--- config.mk ---
export PLATFORM = sky130hd
export DESIGN_NAME = gpio_dual_out_bank
export DESIGN_NICKNAME = d
export VERILOG_FILES = /design/src/rtl/gpo_pkg.sv /design/src/rtl/gpo_port_decode.sv /design/src/rtl/gpo_alias_reg.sv /design/src/rtl/gpo_in_sync.sv /design/src/rtl/gpio_dual_out_bank.sv
export SDC_FILE = /design/constraint.sdc
export NUM_CORES = 1
export LEC_CHECK = 0
export BUFFER_PORTS_ARGS = -buffer_cell sky130_fd_sc_hd__buf_2
export CAP_MARGIN = 10
export CORE_MARGIN = 2
export CORE_UTILIZATION = 35
export CTS_CLUSTER_DIAMETER = 120
export DETAILED_ROUTE_END_ITERATION = 6
export GPL_ROUTABILITY_DRIVEN = 1
export MAX_ROUTING_LAYER = met4
export SLEW_MARGIN = 25
export SYNTH_ARGS = -nofsm -noshare
export SYNTH_HDL_FRONTEND = slang
export SYNTH_SLANG_ARGS = --single-unit
--- constraint.sdc ---
create_clock -name clk -period 3.2 [get_ports clk]
set_input_delay 0.32 -clock clk [delete_from_list [all_inputs] [get_ports clk]]
set_output_delay 0.32 -clock clk [all_outputs]
set_load 0.02 [all_outputs]
--- src/rtl/gpo_pkg.sv ---
package gpo_pkg;

    typedef enum logic [1:0] {
        OP_LOAD   = 2'd0,
        OP_SET    = 2'd1,
        OP_CLEAR  = 2'd2,
        OP_TOGGLE = 2'd3
    } alias_op_e;

    typedef enum logic [1:0] {
        SEL_NONE   = 2'd0,
        SEL_LEVEL  = 2'd1,
        SEL_DRIVE  = 2'd2,
        SEL_SAMPLE = 2'd3
    } read_sel_e;

    typedef struct packed {
        logic      wr_level;
        logic      wr_drive;
        alias_op_e op;
    } wr_req_t;

    localparam int WORD_DRIVE_BASE = 4;
    localparam int WORD_SAMPLE     = 8;

    // One bit of one alias operation; allow = 0 keeps the current bit.
    function automatic logic alias_bit(logic cur, alias_op_e op, logic d, logic allow);
        logic nxt;
        case (op)
            OP_LOAD:   nxt = d;
            OP_SET:    nxt = cur | d;
            OP_CLEAR:  nxt = cur & ~d;
            default:   nxt = cur ^ d;
        endcase
        return allow ? nxt : cur;
    endfunction

endpackage

--- src/rtl/gpo_port_decode.sv ---
module gpo_port_decode
    import gpo_pkg::*;
#(
    parameter int ADDR_W = 6
) (
    input  logic [ADDR_W-1:0] addr,
    input  logic              we,
    output wr_req_t           req,
    output read_sel_e         rsel
);
    localparam int WORD_W = ADDR_W - 2;

    logic [WORD_W-1:0] word;
    logic              aligned;

    assign word    = addr[ADDR_W-1:2];
    assign aligned = (addr[1:0] == 2'b00);

    always_comb begin
        req.op       = alias_op_e'(word[1:0]);
        req.wr_level = we && aligned && (word < WORD_W'(WORD_DRIVE_BASE));
        req.wr_drive = we && aligned && (word >= WORD_W'(WORD_DRIVE_BASE))
                          && (word < WORD_W'(WORD_SAMPLE));
        if (!aligned)                             rsel = SEL_NONE;
        else if (word < WORD_W'(WORD_DRIVE_BASE)) rsel = SEL_LEVEL;
        else if (word < WORD_W'(WORD_SAMPLE))     rsel = SEL_DRIVE;
        else if (word == WORD_W'(WORD_SAMPLE))    rsel = SEL_SAMPLE;
        else                                      rsel = SEL_NONE;
    end
endmodule

--- src/rtl/gpo_alias_reg.sv ---
module gpo_alias_reg
    import gpo_pkg::*;
#(
    parameter int W = 16
) (
    input  logic                  clk,
    input  logic                  rst,
    input  logic      [1:0]       wr_en,
    input  alias_op_e [1:0]       ops,
    input  logic      [1:0][W-1:0] data,
    input  logic      [1:0][W-1:0] allow,
    output logic      [W-1:0]     val_q
);
    logic [W-1:0] mid, val_d, gate0, gate1;

    assign gate0 = wr_en[0] ? allow[0] : '0;
    assign gate1 = wr_en[1] ? allow[1] : '0;

    // Core 0 first, core 1 on the intermediate result.
    for (genvar b = 0; b < W; b++) begin : g_bit
        assign mid[b]   = alias_bit(val_q[b], ops[0], data[0][b], gate0[b]);
        assign val_d[b] = alias_bit(mid[b],   ops[1], data[1][b], gate1[b]);
    end

    always_ff @(posedge clk) begin
        if (rst) val_q <= '0;
        else     val_q <= val_d;
    end


    reset_clear_chk: assert property (@(posedge clk) rst |=> (val_q == '0));

    idle_stable_chk: assert property (@(posedge clk) disable iff (rst)
        (wr_en == 2'b00) |=> $stable(val_q));

    set_only_chk: assert property (@(posedge clk) disable iff (rst)
        (wr_en != 2'b00) && (!wr_en[0] || ops[0] == OP_SET) && (!wr_en[1] || ops[1] == OP_SET)
        |=> (($past(val_q) & ~val_q) == '0));

    clear_only_chk: assert property (@(posedge clk) disable iff (rst)
        (wr_en != 2'b00) && (!wr_en[0] || ops[0] == OP_CLEAR) && (!wr_en[1] || ops[1] == OP_CLEAR)
        |=> ((~$past(val_q) & val_q) == '0));

    locked_bits_chk: assert property (@(posedge clk) disable iff (rst)
        1'b1 |=> ((val_q & ~($past(gate0) | $past(gate1)))
                  == ($past(val_q) & ~($past(gate0) | $past(gate1)))));

    last_load_wins_chk: assert property (@(posedge clk) disable iff (rst)
        wr_en[1] && ops[1] == OP_LOAD && (&allow[1]) |=> (val_q == $past(data[1])));
endmodule

--- src/rtl/gpo_in_sync.sv ---
module gpo_in_sync #(
    parameter int W      = 16,
    parameter int STAGES = 2
) (
    input  logic         clk,
    input  logic         rst,
    input  logic [W-1:0] d,
    output logic [W-1:0] q
);
    logic [STAGES-1:0][W-1:0] chain;

    for (genvar s = 0; s < STAGES; s++) begin : g_stage
        always_ff @(posedge clk) begin
            if (rst)        chain[s] <= '0;
            else if (s == 0) chain[s] <= d;
            else            chain[s] <= chain[(s == 0) ? 0 : s-1];
        end
    end

    assign q = chain[STAGES-1];
endmodule

--- src/rtl/gpio_dual_out_bank.sv ---
module gpio_dual_out_bank
    import gpo_pkg::*;
#(
    parameter int NPIN   = 16,
    parameter int ADDR_W = 6
) (
    input  logic              clk,
    input  logic              rst,
    input  logic [ADDR_W-1:0] core0_addr,
    input  logic [NPIN-1:0]   core0_wdata,
    input  logic              core0_we,
    input  logic              core0_nonsec,
    output logic [NPIN-1:0]   core0_rdata,
    input  logic [ADDR_W-1:0] core1_addr,
    input  logic [NPIN-1:0]   core1_wdata,
    input  logic              core1_we,
    input  logic              core1_nonsec,
    output logic [NPIN-1:0]   core1_rdata,
    input  logic [NPIN-1:0]   secure_only_mask,
    input  logic [NPIN-1:0]   pin_in,
    output logic [NPIN-1:0]   pin_out,
    output logic [NPIN-1:0]   pin_oe
);
    localparam int NCORE = 2;

    logic      [NCORE-1:0][ADDR_W-1:0] addr_a;
    logic      [NCORE-1:0][NPIN-1:0]   wdata_a, view_a, rdata_a;
    logic      [NCORE-1:0]             we_a, nonsec_a, lvl_en, drv_en;
    wr_req_t   [NCORE-1:0]             req_a;
    read_sel_e [NCORE-1:0]             rsel_a;
    alias_op_e [NCORE-1:0]             op_a;
    logic      [NPIN-1:0]              level_q, drive_q, sample_q;

    assign addr_a   = {core1_addr, core0_addr};
    assign wdata_a  = {core1_wdata, core0_wdata};
    assign we_a     = {core1_we, core0_we};
    assign nonsec_a = {core1_nonsec, core0_nonsec};

    for (genvar p = 0; p < NCORE; p++) begin : g_port
        gpo_port_decode #(.ADDR_W(ADDR_W)) u_dec (
            .addr (addr_a[p]),
            .we   (we_a[p]),
            .req  (req_a[p]),
            .rsel (rsel_a[p])
        );

        assign view_a[p] = nonsec_a[p] ? ~secure_only_mask : '1;
        assign lvl_en[p] = req_a[p].wr_level;
        assign drv_en[p] = req_a[p].wr_drive;
        assign op_a[p]   = req_a[p].op;

        always_comb begin
            case (rsel_a[p])
                SEL_LEVEL:  rdata_a[p] = level_q  & view_a[p];
                SEL_DRIVE:  rdata_a[p] = drive_q  & view_a[p];
                SEL_SAMPLE: rdata_a[p] = sample_q & view_a[p];
                default:    rdata_a[p] = '0;
            endcase
        end


        nonsec_hidden_chk: assert property (@(posedge clk) disable iff (rst)
            nonsec_a[p] |-> ((rdata_a[p] & secure_only_mask) == '0));

        level_readback_chk: assert property (@(posedge clk) disable iff (rst)
            (rsel_a[p] == SEL_LEVEL) && !nonsec_a[p] |-> (rdata_a[p] == pin_out));
    end

    gpo_alias_reg #(.W(NPIN)) u_level (
        .clk   (clk),
        .rst   (rst),
        .wr_en (lvl_en),
        .ops   (op_a),
        .data  (wdata_a),
        .allow (view_a),
        .val_q (level_q)
    );

    gpo_alias_reg #(.W(NPIN)) u_drive (
        .clk   (clk),
        .rst   (rst),
        .wr_en (drv_en),
        .ops   (op_a),
        .data  (wdata_a),
        .allow (view_a),
        .val_q (drive_q)
    );

    gpo_in_sync #(.W(NPIN), .STAGES(2)) u_sync (
        .clk (clk),
        .rst (rst),
        .d   (pin_in),
        .q   (sample_q)
    );

    assign core0_rdata = rdata_a[0];
    assign core1_rdata = rdata_a[1];
    assign pin_out     = level_q;
    assign pin_oe      = drive_q;
endmodule

== Yosys cells after proc, flatten, opt, wreduce, memory -nomap -nowiden ==
Cells that the tools add are included.
Word-level totals
  register bits after elaboration: 64
  input port bits: 82
  output and inout bits: 64
  logic and storage cells: 409
Cells by class
  order comparisons: 6
  eq/ne operators: 12
  muxes and demuxes: 144
  bitwise operators: 231
  reductions and logical operators: 12
Operators with widths (number)
  $pmux 1 s3: 64
  $and 16x16->16: 6
  $mux 16: 6
  $pmux 16 s3: 2
  $and 1x1->1: 64
  $mux 1: 64
  $or 1x1->1: 64
  $xor 1x1->1: 64
  $not 1->1: 32
  $mux 2: 8
  $not 16->16: 1
  $eq 2x2->1 const B: 6
  $eq 2x1->1 const B: 4
  $eq 4x4->1 const B: 2
  $ge 4x3->1 const B: 2
  $logic_and 1x1->1: 8
  $logic_not 2->1: 4
  $lt 4x3->1 const B: 2
  $lt 4x4->1 const B: 2

== Longest topological paths before layout ==
Gate-level depths: netlist of the first run.
  depth after elaboration: 9
  depth in mapped cells: 11
  depth with buffers taken out: 11

== Hierarchy ==
Synthesis of the first run repeated with hierarchy kept, for this count alone.
Second synthesis, totals
  cells, all modules: 976
  area, all modules: 7916.3 um2
By module, submodules not included
  gpo_alias_reg at u_level: instances 1, cells an instance 363, area an instance 2844.0 um2, seq. area each 320.3 um2
  gpo_alias_reg at u_drive: instances 1, cells an instance 362, area an instance 2812.7 um2, seq. area each 320.3 um2
  gpio_dual_out_bank: instances 1, cells an instance 146, area an instance 1111.1 um2, seq. area each 0.0 um2
  gpo_in_sync: instances 1, cells an instance 83, area an instance 983.4 um2, seq. area each 640.6 um2
  gpo_port_decode: instances 2, cells an instance 11, area an instance 82.6 um2, seq. area each 0.0 um2

== Worst setup path before layout of the first run ==
OpenSTA, ideal clock, no wires.
  path kind: input -> output
  from: input port core0_addr[2]
  to: output port core0_rdata[11]
  arrival: 2.276 ns
  data required time: 2.880 ns
  path slack: 0.604 ns
  cell stages on the path: 6
  path buffers: 3
  path through: buf_2 -> buf_4 -> nor3_1 -> o21ai_1 -> buf_2 -> a2111oi_0
On the way
  longest elaborated chain between the ends: 7
RTL lines
  from (decl): RTL line gpio_dual_out_bank.sv:9  | input logic [ADDR_W-1:0] core0_addr,
  branches (longest 3 deep; another with $lt 4x4->1)
  $mux 2 (*): RTL line gpo_port_decode.sv:25  | else if (word < WORD_W'(WORD_DRIVE_BASE)) rsel = SEL_LEVEL;
  $mux 2 (*): RTL line gpo_port_decode.sv:24  | if (!aligned) rsel = SEL_NONE;
  $eq 2x2->1 or $eq 2x1->1 (tied branches): RTL line gpio_dual_out_bank.sv:53  | case (rsel_a[p])
  $pmux 16 s3 (*): RTL line gpio_dual_out_bank.sv:53
  to (decl): RTL line gpio_dual_out_bank.sv:13  | output logic [NPIN-1:0] core0_rdata,
Mark *: on every way between the ends.

== Worst setup path in the final report of the first run ==
  from: register u_level.val_q[9]
  to: register u_level.val_q[9]
On the way
  longest elaborated chain between the ends: 6
RTL lines
  from (decl): RTL line gpo_alias_reg.sv:12  | output logic [W-1:0] val_q
  from (signal assigned): RTL line gpo_alias_reg.sv:27  | else val_q <= val_d;
  $xor 1x1->1, or another cell as far along: RTL line gpo_pkg.sv:33  | default: nxt = cur ^ d;
  $pmux 1 s3: RTL line gpo_pkg.sv:29  | case (op)
  $mux 1 (*): RTL line gpo_pkg.sv:35  | return allow ? nxt : cur;
  $xor 1x1->1, or another cell as far along: RTL line gpo_pkg.sv:33
  $pmux 1 s3: RTL line gpo_pkg.sv:29
  $mux 1 (*): RTL line gpo_pkg.sv:35
Every way passes the cells marked *; elsewhere a longest branch is shown, timed or not.
A chain may end at the register's enable or synchronous reset.

==> qor.txt, run 1 <==
CTS tree -> yes
Drt pass-1 iters -> 5
Core Box Area -> 0.0188 mm²
Fin area -> 0.00810 mm²
Cell Chain, Critical Path -> inv_1 > ha_1 > mux4_2 > a31oi_1 > inv_1 > ha_1 > nand2b_1 > a31oi_1 > o2111ai_1 > a21oi_1
Placed Area -> 0.00778 mm²
Final wirelength -> 24.6 mm
Worst skew pair latency -> 0.35 ns
Cts bufs inserted -> 9
Mean Syn Cell Area -> 8.42 µm²
Logic pwr share -> 25.1%
Via count -> 7,011
Max-slew violation count -> 0
Most used DFF post-synth -> dfxtp_1
Reg2reg setup slack -> 0.61 ns
Number of synthesized register bits -> 64
Gr usage total -> 25.0%
CTS Hold Bufs -> 0
Post-Synthesis Cells -> 804
Top Metal Used -> met4
Vias in the first global route -> 6,772
Slew at the pin with the worst max-slew slack -> 0.764 ns
Cell variety after synth -> 59
Total power draw -> 2590 µW
Minimum clock period -> 2.59 ns
Clock-pin slew of the registers on the worst-case setup and hold paths -> 0.06 ns
Worst Clk Skew -> 0.00490 ns
Max-Cap Viols -> 0
EDFF count, synth -> 0
Lkg Pwr -> 0.00379 µW
CTS HTree Levels -> 3
Worst Hold Class -> input port to register
# resized after CTS -> 0
Die area -> 0.0205 mm²
Fill cell count -> 1,916
Metal-1 WL -> 10.3 mm
Synth top area cells -> dfxtp_1 19%, ha_1 18%, mux4_2 11%, inv_1 5.9%, o221ai_1 3.5%
Pre-CTS WS -> 0.355 ns
Clock Tree Root -> clkbuf_16
Slew HR -> 49.0%
Cell taking the most area after synthesis -> dfxtp_1
Peak supply drop -> 0.000260 V
ANT cells -> 0
Synth-to-Final Area Change -> 19.7%
Crit path from -> u_level.val_q[9]
Cell Area, Synth -> 0.00677 mm²
Slowest CP cell -> mux4_2
Layout cell share with drive strength beyond 1 -> 27.3%
Post-DRT Antenna Nets -> 0
CP endpoint kind -> register
Sequential power share -> 32.6%
Hold WS -> 0.178 ns
DRC errors left -> 0
Pint -> 1770 µW
Clk sinks -> 64
Status -> completed
Placer congestion estimate -> 0.903
Worst Setup Slack, final -> 0.610 ns
Post-synthesis sequential area ratio -> 18.9%
YS warnings -> 0
Area share of the largest cell type after synthesis -> 18.9%
Initial Util -> 36.0%
Fin crit share -> 80.9%
Setup Fix Bufs, Post-CTS -> 0
Clock Path Buffers -> 2
I/O Buffers -> 145
Switching share of total power -> 31.8%
Crit Reg-Reg Endpoint -> u_level.val_q[9]
NetSw -> 824 µW
Slowest cell delay on critical path -> 0.46 ns
Synthesized net count -> 982
Num rows -> 50
Count leader, synth -> inv_1
Met2 WL -> 11.5 mm
Top-level port count -> 146
Reg2Reg Depth -> 10
Vias per inst -> 5.88
Hold Fails Final Rpt -> 0
# setup viols final -> 0
Worst reg2reg startpoint -> u_level.val_q[9]
Final HPWL DP -> 17.6 mm
Pwr/cell area -> 320 mW/mm²
Post-layout nets -> 1,106
Kind of critical path -> register to register
Die height -> 143 µm
Ys async rst share -> 0%
Worst setup path end -> u_level.val_q[9]
Arrival time at the worst endpoint -> 2.87 ns
F_max -> 0.386 GHz
WL met3 -> 1.98 mm
Initial antenna violation count -> 0
WP data required -> 3.48 ns
GRT overflow -> 0
CP Launch Type -> register
RSZ-0062 raised after global routing -> no
Total negative slack -> 0 ns
Clock Power Share -> 42.4%
Wire per inst -> 20.6 µm
Worst Path Max Fanout -> 5
Synth cell count leaders -> 107 x inv_1, 96 x ha_1, 64 x dfxtp_1
Largest net degree at the start of global routing -> 66
DRT iter0 DRCs -> 646
First-pass GRT wire length -> 38.0 mm
Die width -> 143 µm
-- kinds of logic after synthesis --
kind of cell,after synthesis,synth area share (%)
flip-flops,64,18.9
buffers and inverters,167,9.85
AO/OA/AOI/OAI,221,24.3
AND/OR/NAND/NOR,208,16.0
multiplexers,48,13.2
adder cells (fa/ha/maj),96,17.7
-- cells in the final DEF, fill, tap and decap left out, types with 11 or more instances in the layout --
cell and instances:
mux2_2 12, o221ai_1 27, dfxtp_1 64, a21oi_1 22, a31o_2 11, inv_1 107
buf_4 27, o211ai_1 12, a31oi_1 31, nor2b_1 37, nand2_1 54, mux4_2 32
nand3_1 19, nor3_1 29, nor2_1 28, buf_2 145, o21ai_0 22, ha_1 96
a41oi_1 22
-- worst min path at each step --
stage	cells past startpoint	to	slack (ns)	start
final	2	u_sync.chain[8]	0.18	pin_in[8]
after global routing	2	u_sync.chain[8]	0.19	pin_in[8]
after CTS	2	u_sync.chain[10]	0.17	pin_in[10]
after detailed placement	1	u_sync.q[10]	0.43	u_sync.chain[10]
after global placement	1	u_sync.q[10]	0.42	u_sync.chain[10]
after floorplan	1	u_sync.q[0]	0.41	u_sync.chain[0]
-- through the flow --
step | instances | utilization (%)
floorplan | 804 | -
global placement | 1177 | 41.3
detailed placement | 1177 | 41.3
CTS | 1193 | 43.0
global route | 1193 | 43.0
finish | 1193 | 43.0
-- routing by layer --
layer | track usage (%) | vias up
met1 | 32.3 | 3364
met2 | 38.9 | 355
met5 | - | -
li1 | - | 3240
met3 | 3.89 | 52
met4 | 10.4 | 0
-- power by group through the flow --
stage,Clock (µW),Combinational [µW],Sequential (µW)
3_5_place_dp,0,640,861
5_1_grt,1150,717,846
3_3_place_gp,0,630,862
4_1_cts,1120,643,844
2_1_floorplan,0,410,863
6_report,1100,649,844
-- worst max-delay path: cells and delay by family (launching register included) --
family | cells | cell delay, ns
buffers and inverters | 2 | 0.16
and+or+nand+nor | 1 | 0.15
muxes | 1 | 0.46
DFF | 1 | 0.42
AOI/OAI and AO/OA | 4 | 0.80
adders and majority gates | 2 | 0.54
-- layout make-up --
type                            count  area [µm²]  area share, %
Sequential cell                    64        1280           15.8
Tap cell                          260         325           4.01
Multi-Input combinational cell    573        4830           59.6
Inverter                          107         402           4.96
Timing Repair Buffer              173         948           11.7
Clock buffer                        9         225           2.78
Clock inverter                      7        95.1           1.17
-- state kept, by name (all words and copies together) (netlist names) --
| register | count |
|---|---|
| u_drive.val_q | 16 |
| u_sync.q | 16 |
| u_sync.chain | 16 |
| u_level.val_q | 16 |
Power figures use the tool's default switching activity.
==> run 2: changes to the inputs <==
--- a/config.mk
+++ b/config.mk
@@ -5,6 +5,7 @@
 export SDC_FILE = /design/constraint.sdc
 export NUM_CORES = 1
 export LEC_CHECK = 0
+export ABC_AREA = 1
 export BUFFER_PORTS_ARGS = -buffer_cell sky130_fd_sc_hd__buf_2
 export CAP_MARGIN = 10
 export CORE_MARGIN = 2
==> constraint.sdc (replaced) <==
create_clock -name clk -period 2.64 [get_ports clk]
set_input_delay 0.264 -clock clk [delete_from_list [all_inputs] [get_ports clk]]
set_output_delay 0.264 -clock clk [all_outputs]
set_load 0.02 [all_outputs]
==> run 2 against run 1 <==
- combinational power increased by 16%
- first-iteration DRC count increased by 15%
- clock power increased by 7%
- non-clock buffer count increased by 2
- sequential power increased by 21%
- critical path depth decreased by 1
- area after synthesis increased by 3.6%
- clock skew increased by 0.0029 ns
- utilization decreased by 0.54 points
- via count increased by 14%
==> qor.txt, run 2 <==
Status -> completed (unchanged)
Total power draw -> 2960 µW (was 2590 µW)
Fin crit share -> 83.1%
Worst Path Max Fanout -> 13 (was 5)
Top-level port count -> 146 (unchanged)
Clk sinks -> 64 (unchanged)
Worst skew pair latency -> 0.34 ns (was 0.35 ns)
# setup viols final -> 0 (unchanged)
Fin area -> 0.00832 mm² (was 0.00810 mm²)
Vias in the first global route -> 7,123 (was 6,772)
Mean Syn Cell Area -> 6.08 µm² (was 8.42 µm²)
Cell Chain, Critical Path -> buf_2 > inv_1 > nand2_2 > inv_1 > nand4_1 > inv_1 > nand2_1 > a31oi_1 > buf_2 (was inv_1 > ha_1 > mux4_2 > a31oi_1 > inv_1 > ha_1 > nand2b_1 > a31oi_1 > o2111ai_1 > a21oi_1)
Hold WS -> 0.126 ns (was 0.178 ns)
Cts bufs inserted -> 9 (unchanged)
CTS tree -> yes (unchanged)
Slew HR -> 52.7% (was 49.0%)
Layout cell share with drive strength beyond 1 -> 16.3% (was 27.3%)
Synth cell count leaders -> 317 x nand2_1, 176 x inv_1, 98 x a21oi_1 (was 107 x inv_1, 96 x ha_1, 64 x dfxtp_1)
Max-slew violation count -> 0 (unchanged)
Via count -> 7,985 (was 7,011)
Slowest CP cell -> inv_1 (was mux4_2)
Peak supply drop -> 0.000295 V (was 0.000260 V)
Met2 Usage GRT -> 37.5% (was 38.9%)
Synth top area cells -> dfxtp_1 18%, ha_1 17%, nand2_1 17%, inv_1 9.4%, a21oi_1 7.0% (was dfxtp_1 19%, ha_1 18%, mux4_2 11%, inv_1 5.9%, o221ai_1 3.5%)
Clock Power Share -> 39.9% (was 42.4%)
Most frequent cells in the layout -> 317 x nand2_1, 176 x inv_1, 145 x buf_2 (was 145 x buf_2, 107 x inv_1, 96 x ha_1)
Reg2Reg Depth -> 10 (unchanged)
Num rows -> 51 (was 50)
Ys async rst share -> 0% (unchanged)
Clock Path Buffers -> 2 (unchanged)
Gr usage total -> 24.4% (was 25.0%)
Post-synthesis sequential area ratio -> 18.3% (was 18.9%)
Post-DRT Antenna Nets -> 0 (unchanged)
RSZ-0062 raised after global routing -> no (unchanged)
Initial Util -> 35.8% (was 36.0%)
Clock Tree Root -> clkbuf_16 (unchanged)
Lkg Pwr -> 0.00452 µW (was 0.00379 µW)
Die height -> 146 µm (was 143 µm)
Logic pwr share -> 25.5% (was 25.1%)
Synth-to-Final Area Change -> 18.6% (was 19.7%)
Top delay family on crit path -> buffers and inverters (was compound AO/OA/AOI/OAI gates)
Most common cell on crit path -> inv_1
NetSw -> 990 µW (was 824 µW)
Core Box Area -> 0.0196 mm² (was 0.0188 mm²)
Hold Fails Final Rpt -> 0 (unchanged)
Minimum clock period -> 2.19 ns
Hold EP -> u_sync.chain[12] (was u_sync.chain[8])
CTS HTree Levels -> 3 (unchanged)
First-pass GRT wire length -> 39.6 mm (was 38.0 mm)
CP Launch Type -> input port (was register)
Max-Cap Viols -> 0 (unchanged)
Setup Fix Bufs, Post-CTS -> 0 (unchanged)
Pint -> 1970 µW (was 1770 µW)
Total negative slack -> 0 ns (unchanged)
Worst Clk Skew -> 0.00777 ns (was 0.00490 ns)
CTS Hold Bufs -> 0 (unchanged)
Post-Route Utilization -> 42.5% (was 43.0%)
F_max -> 0.456 GHz
Synthesized net count -> 1,333 (was 982)
Reg2reg setup slack -> 0.59 ns (was 0.61 ns)
Worst Hold Class -> input port to register (unchanged)
Area share of the largest cell type after synthesis -> 18.3% (was 18.9%)
# resized after CTS -> 0 (unchanged)
GRT overflow -> 0 (unchanged)
Cell Area, Synth -> 0.00702 mm² (was 0.00677 mm²)
Final wirelength -> 26.0 mm (was 24.6 mm)
Worst reg2reg startpoint -> u_level.val_q[15] (was u_level.val_q[9])
GR met3 Demand/Resource -> 3.54% (was 3.89%)
Cell variety after synth -> 33 (was 59)
CP endpoint kind -> output port (was register)
Largest net degree at the start of global routing -> 43 (was 66)
M1 GR Usage -> 33.1% (was 32.3%)
Drt pass-1 iters -> 7 (was 5)
Gr busiest metal -> met2 (unchanged)
Initial antenna violation count -> 1 (was 0)
Commonest non-fill, non-tap cell in the layout -> nand2_1 (was buf_2)
Placed Area -> 0.00803 mm² (was 0.00778 mm²)
Die area -> 0.0212 mm² (was 0.0205 mm²)
Hold path cells -> 3 (was 2)
DRC errors left -> 0 (unchanged)
EDFF count, synth -> 0 (unchanged)
Placer congestion estimate -> 0.940 (was 0.903)
Wire per inst -> 16.7 µm (was 20.6 µm)
Crit Reg-Reg Endpoint -> u_level.val_q[15] (was u_level.val_q[9])
Clock-pin slew of the registers on the worst-case setup and hold paths -> 0.06 ns (about the same)
Slew at the pin with the worst max-slew slack -> 0.691 ns (was 0.764 ns)
Count leader, synth -> nand2_1 (was inv_1)
Post-Synthesis Cells -> 1,155 (was 804)
Hold_sp -> pin_in[12] (was pin_in[8])
Pwr/cell area -> 355 mW/mm² (was 320 mW/mm²)
Post-layout nets -> 1,461 (was 1,106)
Arrival time at the worst endpoint -> 1.93 ns (was 2.87 ns)
DRT iter0 DRCs -> 743 (was 646)
Kind of critical path -> input port to output port (was register to register)
Sequential power share -> 34.6% (was 32.6%)
Slowest cell delay on critical path -> 0.49 ns (was 0.46 ns)
CP Buf/Inv Count -> 5 (was 2)
Vias per inst -> 5.14 (was 5.88)
Final HPWL DP -> 19.3 mm (was 17.6 mm)
Number of synthesized register bits -> 64 (unchanged)
Switching share of total power -> 33.5% (was 31.8%)
WP data required -> 2.38 ns (was 3.48 ns)
I/O Buffers -> 145 (unchanged)
Die width -> 146 µm (was 143 µm)
Most used DFF post-synth -> dfxtp_1 (unchanged)
Cell taking the most area after synthesis -> dfxtp_1 (unchanged)
YS warnings -> 0 (unchanged)
==> run 2: routing by layer <==
layer | vias up | part of all wire, % | routed length (µm)
li1 | 4050 | - | -
met1 | 3556 | 46 | 12000
met2 | 340 | 44 | 11500
met3 | 39 | 7.9 | 2050
met4 | 0 | 2.0 | 524
met5 | - | 0 | 0
==> run 2: logic make-up after synthesis <==
group / count (synthesis) / synth area share [%]
simple gates: 537 / 32.7
buf+inv: 239 / 14.1
compound gates: 219 / 17.8
fa+ha+maj: 96 / 17.1
flops: 64 / 18.3
==> run 2: through the flow <==
step                setup WS [ns]  std cells
finish                      0.447       1555
global route                0.337       1554
CTS                         0.480       1553
detailed placement          0.482       1537
global placement            0.503       1537
floorplan                   0.473       1155
==> run 2: layout make-up <==
cell class                 instances  area (µm²)
antenna                            2        5.00
inverter                         181         682
multi-input combinational        852        4750
fill                            2156       11300
timing repair buffer             175         988
clock buffer                       9         225
tap                              265         332
sequential                        64        1280
clock inverter                     7        62.6
==> run 2: power by group through the flow <==
stage	Sequential, µW	Clock [µW]	Combinational (µW)
finish	1020	1180	754
global route	1020	1230	840
CTS	1020	1190	745
detailed placement	1040	0	742
global placement	1040	0	736
floorplan	1040	0	470
==> run 2: worst max path at each step <==
stage	from	end	slack, ns	cells past startpoint
6_report	core1_addr[2]	core1_rdata[14]	0.45	9
5_1_grt	core1_addr[2]	core1_rdata[14]	0.34	9
4_1_cts	u_level.val_q[15]	core1_rdata[15]	0.48	3
3_5_place_dp	core1_addr[2]	core1_rdata[14]	0.48	9
3_3_place_gp	core0_addr[2]	core0_rdata[8]	0.50	9
2_1_floorplan	core0_addr[2]	core0_rdata[3]	0.47	6
==> run 2: worst min-delay path: cells and delay by family <==
family / cells / cell delay, ns
buf+inv: 2 / 0.11
simple gates: 1 / 0.06
